`config.mk`:
```
export PLATFORM = sky130hd
export DESIGN_NAME = spi_word_fifos
export DESIGN_NICKNAME = d
export VERILOG_FILES = /design/src/rtl/spwf_pkg.sv /design/src/rtl/spwf_fifo.sv /design/src/rtl/spwf_irq.sv /design/src/rtl/spi_word_fifos.sv
export SDC_FILE = /design/constraint.sdc
export NUM_CORES = 1
export LEC_CHECK = 0
export BUFFER_PORTS_ARGS = -buffer_cell sky130_fd_sc_hd__buf_2
export CORE_MARGIN = 2
export CORE_UTILIZATION = 56
export CTS_CLUSTER_DIAMETER = 30
export DETAILED_ROUTE_END_ITERATION = 6
export MAX_ROUTING_LAYER = met4
export PLACE_DENSITY = 0.76
export REMOVE_ABC_BUFFERS = 1
export SLEW_MARGIN = 20
export SYNTH_ARGS = -nofsm -noshare
export SYNTH_HDL_FRONTEND = slang
export SYNTH_HIERARCHICAL = 1
export SYNTH_SLANG_ARGS = --single-unit
```
`constraint.sdc`:
```
create_clock -name clk -period 5.7 [get_ports clk]
set_input_delay 0.285 -clock clk [delete_from_list [all_inputs] [get_ports clk]]
set_output_delay 0.285 -clock clk [all_outputs]
set_load 0.02 [all_outputs]
```
`src/rtl/spwf_pkg.sv`:
```
// Shared definitions for the SPI word FIFO block.
// Assumes the data path is at most 32 bits wide.
package spwf_pkg;

    typedef enum logic [1:0] {
        WS_BYTE  = 2'd0,
        WS_HALF  = 2'd1,
        WS_WORD  = 2'd2,
        WS_WORD2 = 2'd3
    } wsel_e;

    // Keep only the active low bits of a word for the selected size.
    function automatic logic [31:0] trim_word(input logic [1:0] ws, input logic [31:0] d);
        case (ws)
            WS_BYTE: trim_word = {24'd0, d[7:0]};
            WS_HALF: trim_word = {16'd0, d[15:0]};
            default: trim_word = d;
        endcase
    endfunction

    // log2 of bytes per word for a size selection.
    function automatic int unsigned byte_shift(input logic [1:0] ws);
        case (ws)
            WS_BYTE: byte_shift = 0;
            WS_HALF: byte_shift = 1;
            default: byte_shift = 2;
        endcase
    endfunction

endpackage

```
`src/rtl/spwf_fifo.sv`:
```
// Circular word queue with a run-time capacity limit.
// Assumes DEPTH is a power of two and cap never exceeds DEPTH.
// A push into a full queue is accepted only when a pop happens in
// the same cycle; otherwise it is dropped and push_lost pulses.
module spwf_fifo #(
    parameter int DEPTH  = 16,
    parameter int DATA_W = 32,
    parameter int LVL_W  = 5
) (
    input  logic              clk,
    input  logic              rst_n,
    input  logic              flush,
    input  logic [LVL_W-1:0]  cap,
    input  logic              push,
    input  logic [DATA_W-1:0] wdata,
    input  logic              pop,
    output logic [DATA_W-1:0] rdata,
    output logic [LVL_W-1:0]  level,
    output logic              push_lost
);
    localparam int PTR_W = $clog2(DEPTH);

    logic [DATA_W-1:0] mem [DEPTH];
    logic [PTR_W-1:0]  rd_ptr, wr_ptr;
    logic [LVL_W-1:0]  cnt;
    logic              pop_ok, push_ok;

    // Accept decisions for this cycle.
    always_comb begin
        pop_ok    = pop && (cnt != '0) && !flush;
        push_ok   = push && !flush && ((cnt < cap) || pop_ok);
        push_lost = push && !flush && !push_ok;
    end

    // Storage write; no reset needed on the array.
    always_ff @(posedge clk) begin
        if (push_ok) begin
            mem[wr_ptr] <= wdata;
        end
    end

    // Pointer and count update with flush.
    always_ff @(posedge clk) begin
        if (!rst_n || flush) begin
            rd_ptr <= '0;
            wr_ptr <= '0;
            cnt    <= '0;
        end else begin
            if (pop_ok)  rd_ptr <= rd_ptr + PTR_W'(1);
            if (push_ok) wr_ptr <= wr_ptr + PTR_W'(1);
            cnt <= cnt + LVL_W'(push_ok) - LVL_W'(pop_ok);
        end
    end

    // Head word, zero when empty.
    always_comb begin
        rdata = (cnt != '0) ? mem[rd_ptr] : '0;
        level = cnt;
    end

endmodule

```
`src/rtl/spwf_irq.sv`:
```
// Interrupt condition selector for one queue.
// IS_TX picks the transmit set of conditions (free-space based,
// mode 0 also waits for the shifter); otherwise the receive set.
module spwf_irq #(
    parameter int LVL_W = 5,
    parameter bit IS_TX = 1'b0
) (
    input  logic [1:0]       mode,
    input  logic [LVL_W-1:0] level,
    input  logic [LVL_W-1:0] cap,
    input  logic             enable,
    input  logic             shifter_busy,
    output logic             irq
);
    logic [LVL_W-1:0] half;
    logic [LVL_W-1:0] room;
    logic             cond;

    // Derived quantities shared by both variants.
    always_comb begin
        half = cap >> 1;
        room = cap - level;
    end

    generate
        if (IS_TX) begin : g_tx
            // Transmit condition by mode.
            always_comb begin
                case (mode)
                    2'd0:    cond = (level == '0) && !shifter_busy;
                    2'd1:    cond = (level == '0);
                    2'd2:    cond = (room >= half);
                    default: cond = (room != '0);
                endcase
            end
        end else begin : g_rx
            // Receive condition by mode.
            always_comb begin
                case (mode)
                    2'd0:    cond = (level == '0);
                    2'd1:    cond = (level != '0);
                    2'd2:    cond = (level >= half);
                    default: cond = (level == cap);
                endcase
            end
        end
    endgenerate

    // Gate with module enable.
    always_comb irq = enable && cond;

endmodule

```
`src/rtl/spi_word_fifos.sv`:
```
// Transmit and receive word queues over a FIFO_BYTES buffer each,
// with level reporting, threshold interrupts and receive overflow.
// Assumes FIFO_BYTES is a power of two of at least 4.
module spi_word_fifos
    import spwf_pkg::*;
#(
    parameter int FIFO_BYTES = 16,
    parameter int LVL_W      = $clog2(FIFO_BYTES) + 1
) (
    input  logic             clk,
    input  logic             rst_n,
    input  logic             enable,
    input  logic [1:0]       word_sel,
    input  logic [1:0]       tx_irq_mode,
    input  logic [1:0]       rx_irq_mode,
    input  logic             shifter_busy,
    input  logic             tx_push,
    input  logic [31:0]      tx_wdata,
    input  logic             tx_pop,
    output logic [31:0]      tx_rdata,
    input  logic             rx_push,
    input  logic [31:0]      rx_wdata,
    input  logic             rx_pop,
    output logic [31:0]      rx_rdata,
    input  logic             ovf_clear,
    output logic [LVL_W-1:0] tx_level,
    output logic [LVL_W-1:0] rx_level,
    output logic             rx_empty,
    output logic             rx_overflow,
    output logic             tx_irq,
    output logic             rx_irq
);
    localparam int DEPTH = FIFO_BYTES;

    logic [1:0]       ws_q;
    logic             flush;
    logic [LVL_W-1:0] cap;
    logic [31:0]      tx_in, rx_in;
    logic             rx_lost, tx_lost_unused;
    logic             ovf_q;

    // Flush on disable or word-size change; capacity from size.
    always_comb begin
        flush = !enable || (word_sel != ws_q);
        cap   = LVL_W'(FIFO_BYTES >> byte_shift(word_sel));
        tx_in = trim_word(word_sel, tx_wdata);
        rx_in = trim_word(word_sel, rx_wdata);
    end

    // Remember the last word size.
    always_ff @(posedge clk) begin
        if (!rst_n) ws_q <= WS_BYTE;
        else        ws_q <= word_sel;
    end

    spwf_fifo #(.DEPTH(DEPTH), .DATA_W(32), .LVL_W(LVL_W)) u_txq (
        .clk(clk), .rst_n(rst_n), .flush(flush), .cap(cap),
        .push(tx_push), .wdata(tx_in), .pop(tx_pop),
        .rdata(tx_rdata), .level(tx_level), .push_lost(tx_lost_unused)
    );

    spwf_fifo #(.DEPTH(DEPTH), .DATA_W(32), .LVL_W(LVL_W)) u_rxq (
        .clk(clk), .rst_n(rst_n), .flush(flush), .cap(cap),
        .push(rx_push), .wdata(rx_in), .pop(rx_pop),
        .rdata(rx_rdata), .level(rx_level), .push_lost(rx_lost)
    );

    // Sticky overflow; a new loss beats a clear.
    always_ff @(posedge clk) begin
        if (!rst_n) ovf_q <= 1'b0;
        else        ovf_q <= (ovf_q && !ovf_clear) || rx_lost;
    end

    spwf_irq #(.LVL_W(LVL_W), .IS_TX(1'b1)) u_tx_irq (
        .mode(tx_irq_mode), .level(tx_level), .cap(cap), .enable(enable),
        .shifter_busy(shifter_busy), .irq(tx_irq)
    );

    spwf_irq #(.LVL_W(LVL_W), .IS_TX(1'b0)) u_rx_irq (
        .mode(rx_irq_mode), .level(rx_level), .cap(cap), .enable(enable),
        .shifter_busy(shifter_busy), .irq(rx_irq)
    );

    // Status outputs.
    always_comb begin
        rx_empty    = (rx_level == '0);
        rx_overflow = ovf_q;
    end

endmodule

```
==> results.sh <==
export IMPL_seq_power_share_pct=44.3
export IMPL_cpMaxStageDelayCell="dfxtp_4"
export IMPL_reg2reg_depth=8
export IMPL_final_common_cell="edfxtp_1"
export IMPL_rsz0062_at_grt="no"
export IMPL_cellInternalPower_mw=15.3
export IMPL_worstSetupPathType="reg2out"
export IMPL_area_delta_synth_final_pct=19.4
export IMPL_gr_total_overflow=0
export IMPL_grt_max_degree=91
export IMPL_swShare_pct=21.2
export IMPL_drc=0
export IMPL_maxCapViolations=0
export IMPL_num_fill_cells=4643
export IMPL_die_h_um=280
export IMPL_drv_slew=0
export IMPL_grt_util_met3_pct=4.55
export IMPL_p_leak_nw=16.2
export IMPL_path_clk_slew_ns=0.05
export IMPL_start_util_pct=56.5
export IMPL_regToRegSetupSlack_ns=2.19
export IMPL_dpl_worst_slack_ns=1.13
export IMPL_antenna_left=0
export IMPL_power_density_mw_per_mm2=380
export IMPL_num_io_pins=157
export IMPL_synth_avg_cell_area_um2=19.0
export IMPL_drt_iter0_drc=2152
export IMPL_r2r_start="ws_q[1]"
export IMPL_finalHoldViolCount=0
export IMPL_grtUsageMet2_pct=43.3
export IMPL_max_slew_margin_pct=26.8
export IMPL_slowest_delay_ns=0.85
export IMPL_diodes=0
export IMPL_gp_congestion=0.823
export IMPL_postPlaceCellArea_mm2=0.0447
export IMPL_p_sw_mw=4.10
export IMPL_skew_ns=0.0681
export IMPL_chipWidth_um=280
export IMPL_numCtsBuffers=165
export IMPL_drtPass1Iterations=5
export IMPL_syn_area_mm2=0.0427
export IMPL_clock_sinks=1061
export IMPL_fin_util_pct=67.4
export IMPL_design_area_mm2=0.0510
export IMPL_vias=22600
export IMPL_worstHoldEndpoint="u_txq/mem[12][8]"
export IMPL_root_buffer="clkbuf_16"
export IMPL_synth_cells=2244
export IMPL_hold_start="tx_wdata[8]"
export IMPL_grt_pass1_vias=23700
export IMPL_die_area_mm2=0.0786
export IMPL_layout_min_cycle_time_ns=3.91
export IMPL_antenna_found_initial=1
export IMPL_most_common_layout_cells="edfxtp_1, mux2i_1, mux4_2, clkbuf_16, buf_2"
export IMPL_clockPowerShare_pct=54.2
export IMPL_timing_rr_end="u_txq/mem[12][10]"
export IMPL_track_usage_pct=25.9
export IMPL_h_tree_depth=4
export IMPL_tightest_slew_ns=1.10
export IMPL_synth_warnings=6
export IMPL_tritoncts="built"
export IMPL_setup_viol_count_final=0
export IMPL_via_per_inst=6.19
export IMPL_finalWorstSetupSlack_ns=1.79
export IMPL_cp_end_kind="primary output"
export IMPL_hold_depth=2
export IMPL_coreArea_mm2=0.0757
export IMPL_fmax_mhz=256
export IMPL_clkLatencyLatePin_ns=0.76
export IMPL_cts_resized=0
export IMPL_totalWireLength_um=97300
export IMPL_top_usage_layer="met2"
export IMPL_dp_hpwl_um=53100
export IMPL_status="finished, final reports clean"
export IMPL_grtUsageMet1_pct=31.9
export IMPL_finalPower_mw=19.4
export IMPL_hold_path_class="in2reg"
export IMPL_ir_drop_mv=0.446
export IMPL_crit_path_cell_trace="buf_4 > mux4_2 > mux2i_1 > o21ai_0 > buf_2"
export IMPL_cp_max_fo=40
export IMPL_pwr_share_comb_pct=1.6
export IMPL_min_period_over_period_pct=68.6
export IMPL_cts_buffer_depth=3
export IMPL_portBuffers=156
export IMPL_num_rows=101
export IMPL_cp_arrival_ns=3.63
export IMPL_cp_start_kind="flop"
export IMPL_wl_per_cell_um=26.7
export IMPL_cp_required_ns=5.41
export IMPL_fin_nets=2647
export IMPL_drive_above_1_share_pct=29.6
export IMPL_grt_pass1_wl_um=145000
[power by group through the flow]
| stage | registers (mW) | logic [mW] | clock network (mW) |
|---|---|---|---|
| 2_1_floorplan | 8.74 | 0.137 | 0 |
| 3_3_place_gp | 8.74 | 0.270 | 0 |
| 3_5_place_dp | 8.74 | 0.289 | 0 |
| 4_1_cts | 8.58 | 0.304 | 10.6 |
| 5_1_grt | 8.58 | 0.335 | 10.9 |
| 6_report | 8.59 | 0.305 | 10.5 |
[state kept, by name, summed over array words and instances, names as in the netlist, 2 cells and up, named ones only]
| register | cells |
|---|---|
| ws_q | 2 |
| u_txq/mem | 512 |
| u_txq/rd_ptr | 4 |
| u_rxq/rd_ptr | 4 |
| u_txq/level | 5 |
| u_rxq/level | 5 |
| u_rxq/mem | 512 |
| u_txq/wr_ptr | 4 |
| u_rxq/wr_ptr | 4 |
[area by class of cell]
| cell class | count | area (µm²) | share of cell area (%) |
|---|---|---|---|
| tap | 978 | 1220 | 2.40 |
| clock buffer | 174 | 4180 | 8.20 |
| inverter | 35 | 131 | 0.257 |
| timing repair buffer | 227 | 1550 | 3.03 |
| sequential | 1061 | 31500 | 61.8 |
| clock inverter | 136 | 1820 | 3.56 |
| multi-input combinational | 1035 | 10600 | 20.8 |
[worst max-delay path: cells and delay by family (launching register included)]
family                 cells  cell delay, ns
DFF                        1            0.85
buffers and inverters      2            0.83
muxes                      2            0.80
AOI/OAI and AO/OA          1            0.35
[metal layers]
metal	vias up	wire, µm
met2	1070	51000
met1	11600	36800
met4	0	2850
met5	-	0
li1	9638	-
met3	201	6740
[stage by stage]
| step | instances | hold WS (ns) | setup TNS, ns |
|---|---|---|---|
| finish | 3646 | 0.0850 | 0 |
| global route | 3646 | 0.0761 | 0 |
| CTS | 3641 | 0.0813 | 0 |
| detailed placement | 3308 | 0.494 | 0 |
| global placement | 3304 | 0.482 | 0 |
| floorplan | 2131 | 0.384 | -130.11 |
[worst max path at each step]
stage	end	from	depth (start not counted)	slack, ns
after floorplan	tx_rdata[11]	flop	5	-2.18
after global placement	u_txq/mem[10][0]	word_sel[1]	9	1.24
after detailed placement	u_txq/mem[12][29]	word_sel[1]	10	1.13
after CTS	tx_rdata[11]	flop	5	1.70
after global routing	tx_rdata[11]	flop	5	1.57
final	tx_rdata[11]	flop	5	1.79
[timing repair]
item,CTS,global route
hold buffers,23,0
setup buffers,0,0
hold endpoints to repair,267,0
setup endpoints to repair,0,0
(Power assumes the default switching activity.)
